## src/rtl/baud_tick_pkg.sv

```systemverilog
package baud_tick_pkg;
  typedef enum logic [1:0] {
    OSR_16 = 2'd0,
    OSR_8  = 2'd1,
    OSR_3  = 2'd2,
    OSR_16B = 2'd3
  } osr_e;

  localparam int unsigned MAX_OSR = 16;
  localparam int unsigned OSR_CNT_W = $clog2(MAX_OSR);

  function automatic logic [OSR_CNT_W-1:0] osr_last(input logic [1:0] sel);
    case (sel)
      OSR_8:   osr_last = OSR_CNT_W'(7);
      OSR_3:   osr_last = OSR_CNT_W'(2);
      default: osr_last = OSR_CNT_W'(15);
    endcase
  endfunction
endpackage

```

## src/rtl/bt_phase_acc.sv

```systemverilog
module bt_phase_acc #(
  parameter int unsigned ACC_W = 16
) (
  input  logic             clk_i,
  input  logic             rst_ni,
  input  logic             run_i,
  input  logic [ACC_W-1:0] step_i,
  output logic             tick_o
);
  logic [ACC_W-1:0] acc_q;
  logic [ACC_W:0]   sum;

  assign sum = {1'b0, acc_q} + {1'b0, step_i};

  always_ff @(posedge clk_i or negedge rst_ni) begin
    if (!rst_ni) begin
      acc_q  <= '0;
      tick_o <= 1'b0;
    end else if (!run_i) begin
      acc_q  <= '0;
      tick_o <= 1'b0;
    end else begin
      acc_q  <= sum[ACC_W-1:0];
      tick_o <= sum[ACC_W];
    end
  end
endmodule

```

## src/rtl/bt_frac_div.sv

```systemverilog
module bt_frac_div #(
  parameter int unsigned INT_W  = 13,
  parameter int unsigned FRAC_W = 3
) (
  input  logic              clk_i,
  input  logic              rst_ni,
  input  logic              run_i,
  input  logic [INT_W-1:0]  int_i,
  input  logic [FRAC_W-1:0] frac_i,
  output logic              tick_o
);
  localparam int unsigned LEN_W = INT_W + 1;

  logic [INT_W-1:0]  cnt_q;
  logic [FRAC_W-1:0] slot_q;
  logic [LEN_W-1:0]  len;
  logic              stretch, last, idle;

  // first frac_i slots of each group get one extra clock
  assign stretch = slot_q < frac_i;
  assign len     = {1'b0, int_i} + LEN_W'(stretch);
  assign last    = {1'b0, cnt_q} >= (len - LEN_W'(1));
  assign idle    = !run_i || (int_i == '0);

  always_ff @(posedge clk_i or negedge rst_ni) begin
    if (!rst_ni) begin
      cnt_q  <= '0;
      slot_q <= '0;
      tick_o <= 1'b0;
    end else if (idle) begin
      cnt_q  <= '0;
      slot_q <= '0;
      tick_o <= 1'b0;
    end else if (last) begin
      cnt_q  <= '0;
      slot_q <= slot_q + FRAC_W'(1);
      tick_o <= 1'b1;
    end else begin
      cnt_q  <= cnt_q + INT_W'(1);
      tick_o <= 1'b0;
    end
  end
endmodule

```

## src/rtl/bt_bit_div.sv

```systemverilog
module bt_bit_div
  import baud_tick_pkg::*;
(
  input  logic       clk_i,
  input  logic       rst_ni,
  input  logic       run_i,
  input  logic [1:0] osr_sel_i,
  input  logic       tick_i,
  output logic       bit_tick_o
);
  logic [OSR_CNT_W-1:0] cnt_q;
  logic                 wrap;

  assign wrap       = cnt_q >= osr_last(osr_sel_i);
  assign bit_tick_o = tick_i && wrap;

  always_ff @(posedge clk_i or negedge rst_ni) begin
    if (!rst_ni)      cnt_q <= '0;
    else if (!run_i)  cnt_q <= '0;
    else if (tick_i)  cnt_q <= wrap ? '0 : cnt_q + OSR_CNT_W'(1);
  end
endmodule

```

## src/rtl/baud_tick_gen.sv

```systemverilog
module baud_tick_gen
  import baud_tick_pkg::*;
#(
  parameter int unsigned CFG_W = 16,
  parameter int unsigned INT_W = 13
) (
  input  logic             clk_i,
  input  logic             rst_ni,
  input  logic             en_i,
  input  logic [1:0]       osr_sel_i,
  input  logic             frac_mode_i,
  input  logic [CFG_W-1:0] baud_cfg_i,
  output logic             sample_tick_o,
  output logic             bit_tick_o
);
  localparam int unsigned FRAC_W = CFG_W - INT_W;

  logic use_frac, acc_tick, frac_tick;

  // 3x has no eighths engine
  assign use_frac = frac_mode_i && (osr_sel_i != OSR_3);

  bt_phase_acc #(.ACC_W(CFG_W)) u_acc (
    .clk_i  (clk_i),
    .rst_ni (rst_ni),
    .run_i  (en_i && !use_frac),
    .step_i (baud_cfg_i),
    .tick_o (acc_tick)
  );

  bt_frac_div #(.INT_W(INT_W), .FRAC_W(FRAC_W)) u_frac (
    .clk_i  (clk_i),
    .rst_ni (rst_ni),
    .run_i  (en_i && use_frac),
    .int_i  (baud_cfg_i[INT_W-1:0]),
    .frac_i (baud_cfg_i[CFG_W-1:INT_W]),
    .tick_o (frac_tick)
  );

  // an engine that is not running holds its tick low
  assign sample_tick_o = acc_tick | frac_tick;

  bt_bit_div u_bit (
    .clk_i      (clk_i),
    .rst_ni     (rst_ni),
    .run_i      (en_i),
    .osr_sel_i  (osr_sel_i),
    .tick_i     (sample_tick_o),
    .bit_tick_o (bit_tick_o)
  );
endmodule

```

## config.mk

```make
export PLATFORM = sky130hd
export DESIGN_NAME = baud_tick_gen
export DESIGN_NICKNAME = d
export VERILOG_FILES = /design/src/rtl/baud_tick_pkg.sv /design/src/rtl/bt_phase_acc.sv /design/src/rtl/bt_frac_div.sv /design/src/rtl/bt_bit_div.sv /design/src/rtl/baud_tick_gen.sv
export SDC_FILE = /design/constraint.sdc
export NUM_CORES = 1
export LEC_CHECK = 0
export BUFFER_PORTS_ARGS = -buffer_cell sky130_fd_sc_hd__buf_2
export CAP_MARGIN = 20
export CORE_MARGIN = 2
export CORE_UTILIZATION = 60
export CTS_CLUSTER_DIAMETER = 150
export CTS_CLUSTER_SIZE = 28
export DETAILED_ROUTE_END_ITERATION = 8
export GPL_TIMING_DRIVEN = 0
export HOLD_SLACK_MARGIN = 0.06
export PLACE_DENSITY = 0.77
export SYNTH_ARGS = -nofsm -noshare
export SYNTH_HDL_FRONTEND = slang
export SYNTH_SLANG_ARGS = --single-unit
```

## constraint.sdc

```tcl
create_clock -name clk_i -period 4.8 [get_ports clk_i]
set_clock_uncertainty 0.05 [all_clocks]
set_input_delay 0 -clock clk_i [delete_from_list [all_inputs] [get_ports clk_i]]
set_output_delay 0 -clock clk_i [all_outputs]
set_load 0.02 [all_outputs]
```

Yosys cells after proc, flatten, opt, wreduce, memory -nomap -nowiden
Index checks and enable logic that the tools add are counted.
Word-level totals
  logic and storage cells: 41
  bits in registers: 38
  bits of input ports: 22
Operators by class
  bitwise operators: 1
  reductions and logical operators: 9
  add/subtract/negate cells: 6
  muxes and demuxes: 12
  eq/ne operators: 4
  $lt $le $gt $ge: 3
Operator list (number)
  13-bit 2-to-1 mux: 2
  16-bit by 16-bit adder with 17-bit output: 1
  16-bit 2-to-1 mux: 1
  13-bit by 1-bit adder with 14-bit output: 1
  13-bit by 14-bit greater-or-equal comparator with 1-bit output: 1
  14-bit by 1-bit subtractor with 14-bit output (second input constant): 1
  13-bit by 1-bit adder with 13-bit output (second input constant): 1
  13-bit zero test: 1
  4-bit 2-to-1 mux: 3
  4-bit one-hot mux with 2 select lines: 1
  3-bit 2-to-1 mux: 2
  4-bit by 1-bit adder with 4-bit output (second input constant): 1
  4-bit greater-or-equal comparator: 1
  1-bit logical AND: 4
  3-bit by 1-bit adder with 3-bit output (second input constant): 1
  3-bit less-than comparator: 1
  1-bit 2-to-1 mux: 3
  2-bit by 1-bit == test with 1-bit output (second input constant): 1
  2-bit == test (second input constant): 1
  1-bit zero test: 2
  2-bit by 1-bit inequality test with 1-bit output (second input constant): 1
  2-bit inequality test (second input constant): 1
  2-bit nonzero test: 1
  1-bit logical OR: 1
  1-bit bitwise OR: 1

Depth between registers and ports, before layout
  depth in word-level cells: 6
  gate-level depth with buffers: 18

By module
Synthesis repeated with hierarchy kept, for this count alone.
Unflattened totals
  cell total of the unflattened synthesis: 329
  area total of the unflattened synthesis: 3093.0 sq um
Modules (own cells, without submodules)
  bt_frac_div: area an instance 1421.4 sq um, seq. area each 425.4 sq um, cells each 150, instances 1
  bt_phase_acc: area an instance 1291.2 sq um, seq. area each 425.4 sq um, cells each 138, instances 1
  bt_bit_div: area an instance 354.1 sq um, seq. area each 100.1 sq um, cells each 37, instances 1
  baud_tick_gen: area an instance 26.3 sq um, seq. area each 0.0 sq um, cells each 4, instances 1

Worst setup path after synthesis
Ideal clock, no wire load.
  path kind: register -> register
  from: register u_frac.slot_q[1]
  to: register u_frac.cnt_q[8]
  cell stages (with the launch flop): 18
  data arrival time: 3.244 ns
  slack: 1.437 ns
  cells stage by stage: dfrtp_1 -> ha_1 -> a21o_1 -> a21o_1 -> ha_1 -> nand2b_1 -> or2_2 -> clkbuf_1 -> nor3_1 -> nor2_1 -> ha_1 -> a211o_1 -> o211ai_1 -> a21oi_1 -> a211oi_1 -> o21ai_4 -> buf_6 -> nor2_2
On the way
  word-level cells in the longest chain between the ends: 6
Ends and longest elaborated chain
  start: declaration: RTL line bt_frac_div.sv:15  | logic [FRAC_W-1:0] slot_q;
  start signal: assignment: RTL line bt_frac_div.sv:36  | slot_q <= slot_q + FRAC_W'(1);
  3-bit less-than comparator: RTL line bt_frac_div.sv:20  | assign stretch = slot_q < frac_i;
  13-bit by 1-bit adder with 14-bit output: RTL line bt_frac_div.sv:21  | assign len = {1'b0, int_i} + LEN_W'(stretch);
  14-bit by 1-bit subtractor with 14-bit output: RTL line bt_frac_div.sv:22  | assign last = {1'b0, cnt_q} >= (len - LEN_W'(1));
  13-bit by 14-bit greater-or-equal comparator with 1-bit output: RTL line bt_frac_div.sv:22
  13-bit 2-to-1 mux: RTL line bt_frac_div.sv:34  | end else if (last) begin
  13-bit 2-to-1 mux: RTL line bt_frac_div.sv:30  | end else if (idle) begin
  end signal: assignment: RTL line bt_frac_div.sv:39  | cnt_q <= cnt_q + INT_W'(1);
  end: declaration: RTL line bt_frac_div.sv:14  | logic [INT_W-1:0] cnt_q;
No other way between the ends.
A chain may end at the register's enable or synchronous reset.

Worst setup path after layout
  from: register u_frac.slot_q[1]
  to: register u_frac.cnt_q[6]
Same word-level chain as after synthesis.

==> results.toml <==
[sta]
tightestPinTransition_ps = 864
grt_setup_unrepaired = "false"
hold_slack_ps = 69.0
final.period_utilization_pct = 79.5
achievable-frequency_mhz = 262
fin_crit_ps = 3810
setup_total_negative_slack_ps = 0
worst_slew_margin_rel_pct = 42.4
max_slew_violations = 0
timing.final.setup_violations = 0
finalHoldViolations = 0

[synth]
asyncSetResetFlopFracSynth_pct = 100
synth_ff_type = "sky130_fd_sc_hd__dfrtp_1"
synth.area.top_cells = "sky130_fd_sc_hd__dfrtp_1 (33%), sky130_fd_sc_hd__ha_1 (17%), sky130_fd_sc_hd__xnor2_1 (4.8%)"
synth.lib_cells_used.distinct = 47
net_count_synth = 379
synth_enable_flop_cells = 0
syn-mean-instance-area_um2 = 9.25
yosysTopAreaCellShare_pct = 32.5
syn-instance-count = 316
synth_top_cells_by_count = "sky130_fd_sc_hd__ha_1 (40), sky130_fd_sc_hd__dfrtp_1 (38), sky130_fd_sc_hd__nor2_1 (30)"
synth.yosys.seq_area_share_pct = 32.5
synthMostInstantiatedCell = "sky130_fd_sc_hd__ha_1"
yosysTopAreaCell = "sky130_fd_sc_hd__dfrtp_1"
syn-cell-area_mm2 = 0.00292
ys_seq_elements = 38
count_of_yosys_warnings_during_synthesis = 0

[critical_path]
startpoint_type = "flop"
crit_path_end_kind = "flop"
cp.arrival_ps = 3990
peak_per_stage_delay_on_the_critical_path_ps = 490
timing.critical_path.cells = "ha_1 -> a21o_1 -> a21o_1 -> ha_1 -> nand2b_1 -> or2_2 -> clkbuf_1 -> nor3_1 -> nor2_1 -> ha_1 -> a211o_1 -> o211ai_1 -> a21oi_1 -> a211oi_1 -> o21ai_4 -> buf_6 -> nor2_2"
worst_path_most_repeated_cell = "sky130_fd_sc_hd__ha_1"
path_max_fanout = 10
worstPathRequired_ps = 4980
critPathKind = "flop to flop"
ff2ff_setup_slack_ps = 990
critPathSlowestCell = "sky130_fd_sc_hd__a211oi_1"

[power]
ir_drop_mv = 0.184
p_leak_nw = 1.57
power.density_cell_area_mw_per_mm2 = 274

[route]
final_antenna_net_count = 0
detail_route.wl_per_cell_um = 14.5
post_drt_via_cell_ratio = 5.65
drt_first_iter_violations = 107
routed-via-count = 2357
postRouteWirelength_um = 6040
firstDrtPassIters = 4
post-route-drc-count = 0

[global_routing]
grt_pass1_wl_um = 10500
number_of_global_route_vias_before_repair = 2376
grt_antenna_before_repair = 0
grt_remaining_overflow = 0
largest_net_degree_at_the_start_of_global_routing = 39
grtUsageTotal_pct = 24.8

[flow_run]
max_cap_viol_count = 0

[cts]
worstSkewPairLatency_ps = 290
htreeDepth = 2
cts_setup_buffers = 0
tritoncts = "done"
cts_made_buffers = 5
clockRootBuffer = "sky130_fd_sc_hd__clkbuf_8"
cts.sink_count = 38
cts-root-to-sink-buffers = 2
cts.reportedPaths.clkPinSlew_ps = 80

[final_layout]
final_net_count = 412
fraction_of_layout_instances_using_a_drive_strength_above_1_pct = 15.1
non_filler_cells_final = 417
synthToLayoutAreaGrowth_pct = 12.7
post_route_standard_cell_area_excluding_fillers_mm2 = 0.00330
fillers = 392
antenna_cells_inserted = 0

[die]
initial_utilization_pct = 61.9
die_h_um = 73.8
floorplan.core_area_mm2 = 0.00472
fp.dieW_um = 73.8
num_io_pins = 24
design.die.area_mm2 = 0.00545
rows = 25

[place]
dpl_cell_area_mm2 = 0.00312
port-buffer-count = 23
globalplace.congestion = 0.882
post-dp-hpwl_um = 4710
dpl.cell_count = 406

[hold_path]
hold_path_class = "input pin to flop"

[status]
status = "finished clean"
area by class of cell:
type                            count  area, um^2  area share, %
Clock buffer                        6        82.6           2.51
Sequential cell                    38         951           28.9
Inverter                           16        60.1           1.82
Tap cell                           67        83.8           2.54
Timing Repair Buffer               26         145           4.40
Clock inverter                      2        60.1           1.82
Buffer                              3        18.8          0.569
Multi-Input combinational cell    259        1890           57.5
power breakdown:
| group | total, mW | internal (mW) | switching, mW |
|---|---|---|---|
| Combinational | 0.219 | 0.0911 | 0.128 |
| Clock | 0.339 | 0.222 | 0.117 |
| Sequential | 0.346 | 0.338 | 0.00781 |
| Total | 0.904 | 0.651 | 0.253 |
critical path: cells and delay by family (launching register included):
| family | cells | cell delay (ps) |
|---|---|---|
| buffers and inverters | 2 | 360 |
| and+or+nand+nor | 5 | 900 |
| AOI/OAI and AO/OA | 7 | 1360 |
| adders and majority gates | 3 | 660 |
| DFF | 1 | 420 |
per-stage QoR:
step	utilization [%]	total power, mW	setup WS [ps]
after CTS	69.8	0.909	948
after floorplan	-	0.508	1440
after global placement	66.1	0.560	1090
after detailed placement	66.1	0.567	1010
after global routing	69.8	0.953	628
final	69.8	0.904	986
layout by cell type, fill, tap and decap left out, types with 2 or more instances in the layout:
cell type,n
sky130_fd_sc_hd__ha_1,40
sky130_fd_sc_hd__dfrtp_1,38
sky130_fd_sc_hd__nor2_1,30
sky130_fd_sc_hd__buf_2,23
sky130_fd_sc_hd__nand2_1,21
sky130_fd_sc_hd__a21oi_1,20
sky130_fd_sc_hd__inv_1,16
sky130_fd_sc_hd__xnor2_1,16
sky130_fd_sc_hd__xor2_1,15
sky130_fd_sc_hd__nand3_1,12
sky130_fd_sc_hd__o21ai_0,11
sky130_fd_sc_hd__nor2_2,10
sky130_fd_sc_hd__nand2b_1,9
sky130_fd_sc_hd__nor3_1,7
sky130_fd_sc_hd__clkbuf_8,6
sky130_fd_sc_hd__a21o_1,5
sky130_fd_sc_hd__nand4_1,5
sky130_fd_sc_hd__and3_1,5
sky130_fd_sc_hd__o21a_1,5
sky130_fd_sc_hd__or3_1,4
sky130_fd_sc_hd__nor4_1,4
sky130_fd_sc_hd__o211ai_1,3
sky130_fd_sc_hd__o31ai_1,3
sky130_fd_sc_hd__a211o_1,3
sky130_fd_sc_hd__mux2i_1,3
sky130_fd_sc_hd__dlygate4sd3_1,3
sky130_fd_sc_hd__or3_4,2
sky130_fd_sc_hd__a211oi_1,2
sky130_fd_sc_hd__o21ai_4,2
sky130_fd_sc_hd__clkbuf_1,2
sky130_fd_sc_hd__nor3b_1,2
sky130_fd_sc_hd__a31o_2,2
sky130_fd_sc_hd__a21boi_1,2
sky130_fd_sc_hd__bufinv_16,2
worst paths after layout:
path / from / cells past startpoint / endpoint
worst max-delay path: u_frac.slot_q[1] / 17 / u_frac.cnt_q[6]
worst min-delay path: frac_mode_i / 4 / u_acc.acc_q[14]
worst max register to register: u_frac.slot_q[1] / 17 / u_frac.cnt_q[6]
worst min register to register: u_frac.slot_q[2] / 2 / u_frac.slot_q[2]
max in group asynchronous: rst_ni / 2 / u_acc.acc_q[1]
min in group asynchronous: rst_ni / 2 / u_frac.cnt_q[0]
routing by layer:
metal  part of all wire, %  GRT usage, %
met1                    46          31.2
met2                    49          42.3
met5                     0             0
met3                   2.7          4.66
met4                   2.4          8.89
registers in the layout, summed over array words and instances (netlist names):
| register | count |
|---|---|
| u_frac.tick_o | 1 |
| u_bit.cnt_q | 4 |
| u_acc.acc_q | 16 |
| u_frac.slot_q | 3 |
| u_frac.cnt_q | 13 |
| u_acc.tick_o | 1 |
cells by family (layout without fill, tap and decap cells):
group                    after synthesis  in the layout  synth area share [%]
flip-flops                            38             38                  32.5
XOR/XNOR                              31             31                  9.29
multiplexers                           4              4                  1.41
buffers and inverters                 19             53                  2.70
adder cells (fa/ha/maj)               41             41                  17.8
AO/OA/AOI/OAI                         68             68                  16.1
AND/OR/NAND/NOR                      115            115                  20.2
timing repair:
item | CTS | global route
gates resized for setup | 0 | 0
hold endpoints to repair | 43 | 0
hold buffers | 3 | 0
setup endpoints to repair | 0 | 0
No activity file was read; power rests on OpenSTA's default activity.
